`src/rtl/hl_pkg.sv`:
```
package hl_pkg;
    localparam int BYTE_W = 8;

    localparam logic [3:0] OFF_RXD = 4'h0;
    localparam logic [3:0] OFF_TXD = 4'h1;
    localparam logic [3:0] OFF_IST = 4'h2;
    localparam logic [3:0] OFF_OST = 4'h3;
    localparam logic [3:0] OFF_RST = 4'h8;
    localparam logic [3:0] OFF_ANA = 4'hC;

    typedef struct packed {
        logic rxd;
        logic txd;
        logic ist;
        logic ost;
        logic rst;
        logic ana;
    } win_sel_t;

    typedef enum logic {RX_EMPTY, RX_FULL} rx_state_t;
    typedef enum logic {TX_IDLE, TX_SEND} tx_state_t;
endpackage

```
`src/rtl/hl_win_decode.sv`:
```
module hl_win_decode
    import hl_pkg::*;
#(
    parameter int           ADDR_W     = 16,
    parameter int           SLOT_W     = 3,
    parameter bit           SLOT_MODE  = 1'b0,
    parameter logic [15:0]  FIXED_BASE = 16'hDE00,
    parameter logic [15:0]  SLOT_BASE  = 16'hC080
) (
    input  logic              clk,
    input  logic              rst_n,
    input  logic [SLOT_W-1:0] slot,
    input  logic [ADDR_W-1:0] addr,
    output win_sel_t          sel
);
    localparam int HI_W = ADDR_W - 4;

    logic [HI_W-1:0] base_hi;
    logic [HI_W-1:0] slot_ext;
    logic            hit;
    logic [3:0]      off;

    assign slot_ext = {{(HI_W-SLOT_W){1'b0}}, slot};
    assign base_hi  = SLOT_MODE ? (SLOT_BASE[ADDR_W-1:4] + slot_ext)
                                : FIXED_BASE[ADDR_W-1:4];
    assign hit      = (addr[ADDR_W-1:4] == base_hi);
    assign off      = addr[3:0];

    always_comb begin
        sel     = '0;
        sel.rxd = hit && (off == OFF_RXD);
        sel.txd = hit && (off == OFF_TXD);
        sel.ist = hit && (off == OFF_IST);
        sel.ost = hit && (off == OFF_OST);
        sel.rst = hit && (off == OFF_RST);
        sel.ana = hit && (off == OFF_ANA);
    end

    // at most one register is selected for any address
    a_r2_sel_onehot: assert property (@(posedge clk) disable iff (!rst_n)
        $onehot0(sel));
endmodule

```
`src/rtl/hl_rx_chan.sv`:
```
module hl_rx_chan
    import hl_pkg::*;
(
    input  logic              clk,
    input  logic              rst_n,
    input  logic              lk_valid,
    input  logic [BYTE_W-1:0] lk_data,
    output logic              lk_ready,
    input  logic              pop,
    input  logic              stat_wr,
    input  logic              stat_ien,
    input  logic              stat_clr,
    output logic [BYTE_W-1:0] hold,
    output logic              full,
    output logic              ien,
    output logic              underrun
);
    rx_state_t state, nxt;

    always_ff @(posedge clk or negedge rst_n) begin
        if (!rst_n) state <= RX_EMPTY;
        else        state <= nxt;
    end

    always_comb begin
        nxt = state;
        unique case (state)
            RX_EMPTY: if (lk_valid) nxt = RX_FULL;
            RX_FULL:  if (pop)      nxt = RX_EMPTY;
        endcase
    end

    always_comb begin
        lk_ready = 1'b0;
        full     = 1'b0;
        unique case (state)
            RX_EMPTY: lk_ready = 1'b1;
            RX_FULL:  full     = 1'b1;
        endcase
    end

    always_ff @(posedge clk or negedge rst_n) begin
        if (!rst_n) begin
            hold     <= '0;
            ien      <= 1'b0;
            underrun <= 1'b0;
        end else begin
            if (state == RX_EMPTY && lk_valid) hold <= lk_data;
            if (stat_wr) ien <= stat_ien;
            if (pop && state == RX_EMPTY)  underrun <= 1'b1;
            else if (stat_wr && stat_clr)  underrun <= 1'b0;
        end
    end

    a_r5_hold_kept: assert property (@(posedge clk) disable iff (!rst_n)
        (state == RX_FULL) |=> $stable(hold));
    a_r6_consume_frees: assert property (@(posedge clk) disable iff (!rst_n)
        (pop && state == RX_FULL) |=> lk_ready);
    a_r7_underrun_set: assert property (@(posedge clk) disable iff (!rst_n)
        (pop && state == RX_EMPTY) |=> underrun);
endmodule

```
`src/rtl/hl_tx_chan.sv`:
```
module hl_tx_chan
    import hl_pkg::*;
(
    input  logic              clk,
    input  logic              rst_n,
    input  logic              push,
    input  logic [BYTE_W-1:0] push_data,
    output logic              lk_valid,
    output logic [BYTE_W-1:0] lk_data,
    input  logic              lk_ready,
    input  logic              stat_wr,
    input  logic              stat_ien,
    input  logic              stat_clr,
    output logic              idle,
    output logic              ien,
    output logic              overrun
);
    tx_state_t state, nxt;

    always_ff @(posedge clk or negedge rst_n) begin
        if (!rst_n) state <= TX_IDLE;
        else        state <= nxt;
    end

    always_comb begin
        nxt = state;
        unique case (state)
            TX_IDLE: if (push)     nxt = TX_SEND;
            TX_SEND: if (lk_ready) nxt = TX_IDLE;
        endcase
    end

    always_comb begin
        lk_valid = 1'b0;
        idle     = 1'b0;
        unique case (state)
            TX_IDLE: idle     = 1'b1;
            TX_SEND: lk_valid = 1'b1;
        endcase
    end

    always_ff @(posedge clk or negedge rst_n) begin
        if (!rst_n) begin
            lk_data <= '0;
            ien     <= 1'b0;
            overrun <= 1'b0;
        end else begin
            if (state == TX_IDLE && push) lk_data <= push_data;
            if (stat_wr) ien <= stat_ien;
            if (push && state == TX_SEND) overrun <= 1'b1;
            else if (stat_wr && stat_clr) overrun <= 1'b0;
        end
    end

    a_r8_hold_until_taken: assert property (@(posedge clk) disable iff (!rst_n)
        (lk_valid && !lk_ready) |=> (lk_valid && $stable(lk_data)));
    a_r9_drop_sets_overrun: assert property (@(posedge clk) disable iff (!rst_n)
        (push && state == TX_SEND) |=> (overrun && $stable(lk_data)));
endmodule

```
`src/rtl/hl_regif.sv`:
```
module hl_regif
    import hl_pkg::*;
#(
    parameter int           ADDR_W     = 16,
    parameter int           SLOT_W     = 3,
    parameter bit           SLOT_MODE  = 1'b0,
    parameter logic [15:0]  FIXED_BASE = 16'hDE00,
    parameter logic [15:0]  SLOT_BASE  = 16'hC080
) (
    input  logic              clk,
    input  logic              rst_n,
    input  logic [SLOT_W-1:0] slot,
    input  logic [ADDR_W-1:0] host_addr,
    input  logic              host_rd,
    input  logic              host_wr,
    input  logic [7:0]        host_wdata,
    output logic [7:0]        host_rdata,
    input  logic              lk_rx_valid,
    input  logic [7:0]        lk_rx_data,
    output logic              lk_rx_ready,
    output logic              lk_tx_valid,
    output logic [7:0]        lk_tx_data,
    input  logic              lk_tx_ready,
    output logic              cpu_reset,
    output logic              cpu_analyse,
    input  logic              cpu_error,
    output logic              irq
);
    win_sel_t          sel;
    logic [BYTE_W-1:0] rx_hold;
    logic              rx_full, rx_ien, rx_under;
    logic              tx_idle, tx_ien, tx_over;

    hl_win_decode #(
        .ADDR_W(ADDR_W), .SLOT_W(SLOT_W), .SLOT_MODE(SLOT_MODE),
        .FIXED_BASE(FIXED_BASE), .SLOT_BASE(SLOT_BASE)
    ) u_dec (
        .clk(clk), .rst_n(rst_n), .slot(slot), .addr(host_addr), .sel(sel)
    );

    hl_rx_chan u_rx (
        .clk(clk), .rst_n(rst_n),
        .lk_valid(lk_rx_valid), .lk_data(lk_rx_data), .lk_ready(lk_rx_ready),
        .pop(host_rd && sel.rxd),
        .stat_wr(host_wr && sel.ist),
        .stat_ien(host_wdata[1]), .stat_clr(host_wdata[2]),
        .hold(rx_hold), .full(rx_full), .ien(rx_ien), .underrun(rx_under)
    );

    hl_tx_chan u_tx (
        .clk(clk), .rst_n(rst_n),
        .push(host_wr && sel.txd), .push_data(host_wdata),
        .lk_valid(lk_tx_valid), .lk_data(lk_tx_data), .lk_ready(lk_tx_ready),
        .stat_wr(host_wr && sel.ost),
        .stat_ien(host_wdata[1]), .stat_clr(host_wdata[2]),
        .idle(tx_idle), .ien(tx_ien), .overrun(tx_over)
    );

    always_ff @(posedge clk or negedge rst_n) begin
        if (!rst_n) begin
            cpu_reset   <= 1'b0;
            cpu_analyse <= 1'b0;
        end else if (host_wr) begin
            if (sel.rst) cpu_reset   <= host_wdata[0];
            if (sel.ana) cpu_analyse <= host_wdata[0];
        end
    end

    always_comb begin
        host_rdata = '0;
        if (host_rd) begin
            unique case (1'b1)
                sel.rxd: host_rdata = rx_hold;
                sel.ist: host_rdata = {5'b0, rx_under, rx_ien, rx_full};
                sel.ost: host_rdata = {5'b0, tx_over, tx_ien, tx_idle};
                sel.rst: host_rdata = {7'b0, cpu_error};
                sel.ana: host_rdata = {7'b0, cpu_analyse};
                default: host_rdata = '0;
            endcase
        end
    end

    assign irq = (rx_ien && rx_full) || (tx_ien && tx_idle);

    a_r3_reset_follows_write: assert property (@(posedge clk) disable iff (!rst_n)
        (host_wr && sel.rst) |=> (cpu_reset == $past(host_wdata[0])));
    a_r4_analyse_follows_write: assert property (@(posedge clk) disable iff (!rst_n)
        (host_wr && sel.ana) |=> (cpu_analyse == $past(host_wdata[0])));
    a_r11_irq_needs_enable: assert property (@(posedge clk) disable iff (!rst_n)
        irq |-> (rx_ien || tx_ien));
    a_r2_no_read_write_overlap: assert property (@(posedge clk) disable iff (!rst_n)
        !(host_rd && host_wr));
endmodule

```
`config.mk`:
```
export PLATFORM = sky130hd
export DESIGN_NAME = hl_regif
export DESIGN_NICKNAME = d
export VERILOG_FILES = /design/src/rtl/hl_pkg.sv /design/src/rtl/hl_win_decode.sv /design/src/rtl/hl_rx_chan.sv /design/src/rtl/hl_tx_chan.sv /design/src/rtl/hl_regif.sv
export SDC_FILE = /design/constraint.sdc
export NUM_CORES = 1
export LEC_CHECK = 0
export BUFFER_PORTS_ARGS = -buffer_cell sky130_fd_sc_hd__buf_4
export CAP_MARGIN = 15
export CORE_ASPECT_RATIO = 1.5
export CORE_MARGIN = 3
export CORE_UTILIZATION = 48
export DETAILED_ROUTE_END_ITERATION = 8
export PLACE_DENSITY = 0.95
export SLEW_MARGIN = 10
export SYNTH_ARGS = -nofsm -noshare
export SYNTH_HDL_FRONTEND = slang
export SYNTH_SLANG_ARGS = --single-unit
export TNS_END_PERCENT = 1
```
`constraint.sdc`:
```
create_clock -name clk -period 4.7 [get_ports clk]
set_input_delay 0.705 -clock clk [delete_from_list [all_inputs] [get_ports clk]]
set_output_delay 0.705 -clock clk [all_outputs]
set_load 0.05 [all_outputs]
```
==> results of run 1 <==
[power by group through the flow]
stage | clock [mW] | combinational (mW) | sequential, mW
after floorplan | 0 | 0.0182 | 0.221
after global placement | 0 | 0.0480 | 0.222
after detailed placement | 0 | 0.0504 | 0.223
after CTS | 0.109 | 0.0505 | 0.218
after global routing | 0.116 | 0.0547 | 0.219
final | 0.104 | 0.0499 | 0.218
[metrics by stage]
| stage | instances | power (mW) | worst slack, ns | cell area, um2 | hold slack, ns |
|---|---|---|---|---|---|
| finish | 186 | 0.372 | 1.79 | 1710 | 0.271 |
| global route | 186 | 0.390 | 1.72 | 1710 | 0.271 |
| CTS | 186 | 0.378 | 1.80 | 1710 | 0.268 |
| detailed placement | 182 | 0.273 | 1.80 | 1670 | 0.493 |
| global placement | 182 | 0.270 | 1.85 | 1670 | 0.475 |
| floorplan | 104 | 0.239 | 0.189 | 1210 | 0.409 |
[area by class of cell]
cell class,instances,area [um2]
inverter,5,18.8
fill,174,607
multi-input combinational,71,578
sequential,24,601
clock buffer,4,36.3
timing repair buffer,59,443
tap,23,28.8
[cell usage in the layout (no fill, tap or decap), types with 3 or more instances in the layout]
master,instances
a21oi_1,3
and2_1,5
and4bb_2,3
buf_4,59
clkbuf_4,3
dfrtp_1,24
inv_1,5
mux2_2,20
nand2_1,7
nor2_1,5
nor2b_1,3
nor3_1,4
nor4_1,3
[flip-flops by register name, indices dropped and copies added, names as in the netlist]
| register | cells |
|---|---|
| cpu_analyse | 1 |
| cpu_reset | 1 |
| u_rx.hold | 8 |
| u_rx.ien | 1 |
| u_rx.state | 1 |
| u_rx.underrun | 1 |
| u_tx.ien | 1 |
| u_tx.lk_data | 8 |
| u_tx.overrun | 1 |
| u_tx.state | 1 |
[routing by layer]
layer | GRT usage | up-vias
met5 | 0 | -
met4 | 0.0830 | 0
met3 | 0.00800 | 2
met2 | 0.371 | 39
met1 | 0.201 | 498
li1 | - | 494
[cells by family after synthesis]
group                  Yosys count  share of synthesized area
DFF                             24                      0.495
muxes                           22                      0.202
and+or+nand+nor                 35                      0.193
buffers and inverters            9                     0.0289
AOI/OAI and AO/OA               14                     0.0814
[worst paths after layout]
| check | start | to | slack [ns] | cells past startpoint |
|---|---|---|---|---|
| worst max-delay path | host_addr[7] | host_rdata[5] | 1.79 | 6 |
| worst min-delay path | rst_n | u_tx.lk_data[5] | 0.27 | 1 |
| worst max register to register | u_rx.state | u_rx.hold[2] | 3.15 | 2 |
| worst min register to register | u_rx.hold[6] | u_rx.hold[6] | 0.52 | 1 |
| max in group asynchronous | rst_n | u_rx.hold[1] | 4.20 | 1 |
| min in group clk | u_rx.hold[6] | u_rx.hold[6] | 0.52 | 1 |
[critical path, stage by stage]
cell and delay [ns]:
buf_4 0.10, and4bb_2 0.32, nand3_4 0.17, nor3_1 0.49, and2_1 0.21, buf_4 0.20
==> out/metrics.yaml, run 1 <==
clock_tree:
  cts_setup_buffers: 0
  cts_made_buffers: 3
  cts_tree: "done"
  cts_resized: 0
  htreeDepth: 1
  hold_buffers: 0
  cts.clk_slew.worst_paths_ns: 0.12
  cts_root_buf: "clkbuf_4"
  max-clock-path-buffers: 2
  clk_latency_ns: 0.30
  cts.sinks: 24
layout:
  nets: 206
  drive_above_1_share: 0.552
  synthToLayoutAreaGrowth_pct: 40.5
  fin_util: 0.738
  diodes: 0
timing:
  period_share: 0.619
  setup_violations: 0
  maxSlewViolCount: 0
  hold_violations: 0
  finalSetupTns_ns: 0
  min_period_ns: 2.91
  rsz0062_at_grt: "no"
  tightest_slew_ns: 0.682
  max_freq_mhz: 343
  slew_headroom: 0.544
  fin_skew_ns: 0.00120
drt:
  drtIter0Drc: 24
  drtAntennaViolNets: 0
  route.met3.wl_um: 182
  drt-vias-per-instance: 5.55
  drt-met1-wl_mm: 1.04
  highest_layer: "met4"
  wl_per_cell_um: 15.8
  route.vias.total: 1033
  dr.pass1.iters: 4
  drt_wl_total_mm: 2.94
  wl_met2_mm: 1.68
  drc: 0
floorplanning:
  initial_core_util: 0.525
  row_count: 21
  io_pins: 63
  chipWidth_um: 47.1
  die_area_um2: 3180
  core_um2: 2310
  die-height_um: 67.6
power_and_ir_drop:
  seq_power_share: 0.586
  ir_drop_v: 0.000211
  pwr-share-comb: 0.134
  power_density_nw_per_um2: 218
  clkPwrFrac: 0.280
  p_sw_frac: 0.215
  p_switching_mw: 0.0800
  cellLeakagePower_nw: 0.852
  cell_internal_pwr_mw: 0.292
global_routing:
  gr-total-overflow: 0
  grt_max_degree: 25
  grtUsageTotal: 0.192
  grt_antenna_before_repair: 0
  grt_pass1_wl_mm: 4.45
  grt_pass1_vias: 1071
flow_run:
  timing.max_cap.violations: 0
placed_design:
  portBuffers: 59
  place_congestion: 0.865
  dp_hpwl_mm: 2.46
synthesis:
  avgSynthCellArea_um2: 11.7
  yosysTopAreaCellShare: 0.495
  synthDistinctLibCells: 28
  yosysMostFrequentCell: "dfrtp_1"
  synth_edf_count: 0
  synth_common_cells: "24 x dfrtp_1, 20 x mux2_2, 7 x nand2_1"
  synth_top_flop_cell: "dfrtp_1"
  syn-cell-area_um2: 1210
  async_flop_share: 1.00
  synth_top_cell_by_area: "dfrtp_1"
  ys_warn_count: 0
  synth_cells: 104
  synth_area_leaders: "dfrtp_1 49%, mux2_2 19%, and4bb_2 3.1%"
  seq_area_frac_synth: 0.495
  ys_ff_latch: 24
  synth_fp_nets: 146
status:
  status: "finished clean"
worst_setup_path:
  critPathLaunchType: "primary input"
  worstSetupPathType: "primary input to output port"
  cp.required_ns: 3.99
  crit_arrival_ns: 2.21
  crit_fanout: 13
  end_kind: "output port"
min_path:
  holdCritPathClass: "primary input to asynchronous set/reset pin"
Note: power is estimated with default switching activity, not from simulation.
==> inputs of run 2 (changes only) <==
--- a/config.mk
+++ b/config.mk
@@ -9,9 +9,9 @@
 export CAP_MARGIN = 15
 export CORE_ASPECT_RATIO = 1.5
 export CORE_MARGIN = 3
-export CORE_UTILIZATION = 48
+export CORE_UTILIZATION = 44
 export DETAILED_ROUTE_END_ITERATION = 8
-export PLACE_DENSITY = 0.95
+export PLACE_DENSITY = 0.9
 export SLEW_MARGIN = 10
 export SYNTH_ARGS = -nofsm -noshare
 export SYNTH_HDL_FRONTEND = slang
==> constraint.sdc (replaced) <==
create_clock -name clk -period 2.8 [get_ports clk]
set_input_delay 0.42 -clock clk [delete_from_list [all_inputs] [get_ports clk]]
set_output_delay 0.42 -clock clk [all_outputs]
set_load 0.05 [all_outputs]
==> out/metrics.yaml, run 2 (synthesized netlist as in run 1, its figures left out) <==
layout:
  drive_above_1_share: 0.552
  multi_input_area_um2: 584
  seq_area_um2: 601
  fillers: 209
  nets: 207
  final_cell_area_um2: 1720
  most-common-layout-cells: "59 x buf_4, 24 x dfrtp_1, 20 x mux2_2, 7 x nand2_1"
  diodes: 0
  synthToLayoutAreaGrowth_pct: 42.1
  top_regs: "u_rx.hold x8, u_tx.lk_data x8"
  layout_commonest_cell: "buf_4"
drt:
  drtIter0Drc: 19
  route.vias.total: 1041
  wl_per_cell_um: 14.5
  drc: 0
  dr.pass1.iters: 4
  drt_wl_total_mm: 2.89
  drtAntennaViolNets: 0
  drt-vias-per-instance: 5.23
global_routing:
  grt_pass1_vias: 1110
  grtUsageTotal: 0.182
  grt_max_degree: 25
  grt_pass1_wl_mm: 4.84
  grt_antenna_before_repair: 0
  gr-total-overflow: 0
power_and_ir_drop:
  power_mw: 0.601
  p_sw_frac: 0.231
  seq_power_share: 0.609
  cell_internal_pwr_mw: 0.462
  ir_drop_v: 0.000385
  clkPwrFrac: 0.249
  cellLeakagePower_nw: 0.849
  p_switching_mw: 0.139
  pwr-share-comb: 0.142
  power_density_nw_per_um2: 349
floorplanning:
  row_count: 22
  core_um2: 2530
  die_area_um2: 3440
  initial_core_util: 0.479
  die-height_um: 70.3
  chipWidth_um: 48.9
  io_pins: 63
min_path:
  holdCritPathClass: "primary input to flip-flop"
clock_tree:
  cts.clk_slew.worst_paths_ns: 0.12
  hold_buffers: 1
  clk_latency_ns: 0.32
  cts.sinks: 24
  cts_made_buffers: 3
  cts_setup_buffers: 0
  cts_root_buf: "clkbuf_4"
  max-clock-path-buffers: 2
  htreeDepth: 1
  cts_resized: 0
  cts_tree: "done"
worst_setup_path:
  crit_arrival_ns: 1.91
  end_kind: "output port"
  critPathLaunchType: "primary input"
  worstSetupPathType: "primary input to output port"
  cp.required_ns: 2.38
  cpMostUsedCell: "buf_4"
  crit_fanout: 13
  worst_path_max_delay_cell: "nor3_1"
  max_stage_delay_ns: 0.48
  worstPathCellList: "buf_4, and4bb_2, nand3_4, nor3_1, and2_1, buf_4"
placed_design:
  dpl_cell_area_um2: 1690
  place_ws_ns: 0.460
  dp_hpwl_mm: 2.35
  portBuffers: 59
  place_congestion: 0.835
timing:
  maxSlewViolCount: 0
  max_freq_mhz: 430
  setup_ws_ns: 0.475
  fin_skew_ns: 0.000616
  hold_violations: 0
  rsz0062_at_grt: "no"
  finalSetupTns_ns: 0
  slew_headroom: 0.525
  period_share: 0.830
  whs_ns: 0.249
  setup_violations: 0
  tightest_slew_ns: 0.711
  min_period_ns: 2.33
flow_run:
  timing.max_cap.violations: 0
status:
  status: "finished clean"
-- run 2: power by group through the flow --
stage	Clock (mW)	Sequential, mW	Combinational, mW
after floorplan	0	0.371	0.0314
after global placement	0	0.373	0.0821
after detailed placement	0	0.373	0.0852
after CTS	0.152	0.367	0.0865
after global routing	0.166	0.369	0.0939
final	0.149	0.366	0.0855
-- run 2: critical path: cells and delay by family --
kind / cells / cell delay (ns)
and+or+nand+nor: 4 / 1.18
buffers and inverters: 2 / 0.31
-- run 2: cell type report --
| cell class | count | share of cell area |
|---|---|---|
| sequential | 24 | 0.348 |
| multi-input combinational | 71 | 0.339 |
| timing repair buffer | 60 | 0.263 |
| tap | 36 | 0.0261 |
| clock buffer | 3 | 0.0131 |
| inverter | 5 | 0.0109 |
-- run 2: worst paths after layout --
path	startpoint	end	slack [ns]	cells past startpoint
max in group asynchronous	rst_n	u_tx.state	2.04	2
min reg2reg	u_rx.hold[6]	u_rx.hold[6]	0.51	1
min in group asynchronous	rst_n	u_tx.lk_data[6]	0.53	2
max	host_addr[7]	host_rdata[5]	0.47	6
min	lk_tx_ready	u_tx.state	0.25	2
max reg2reg	u_rx.state	u_rx.hold[2]	1.23	2
-- run 2: per-stage QoR --
step / cells / util
6_report: 199 / 0.681
4_1_cts: 199 / 0.681
3_3_place_gp: 195 / 0.668
3_5_place_dp: 195 / 0.668
5_1_grt: 199 / 0.681
2_1_floorplan: 104 / -
-- run 2: metal layers --
metal / share of wire / track usage / vias up
met2: 0.54 / 0.337 / 44
met5: 0 / 0 / -
met4: 0.028 / 0.0949 / 0
met3: 0.091 / 0.0554 / 7
met1: 0.34 / 0.174 / 492
li1: - / - / 498
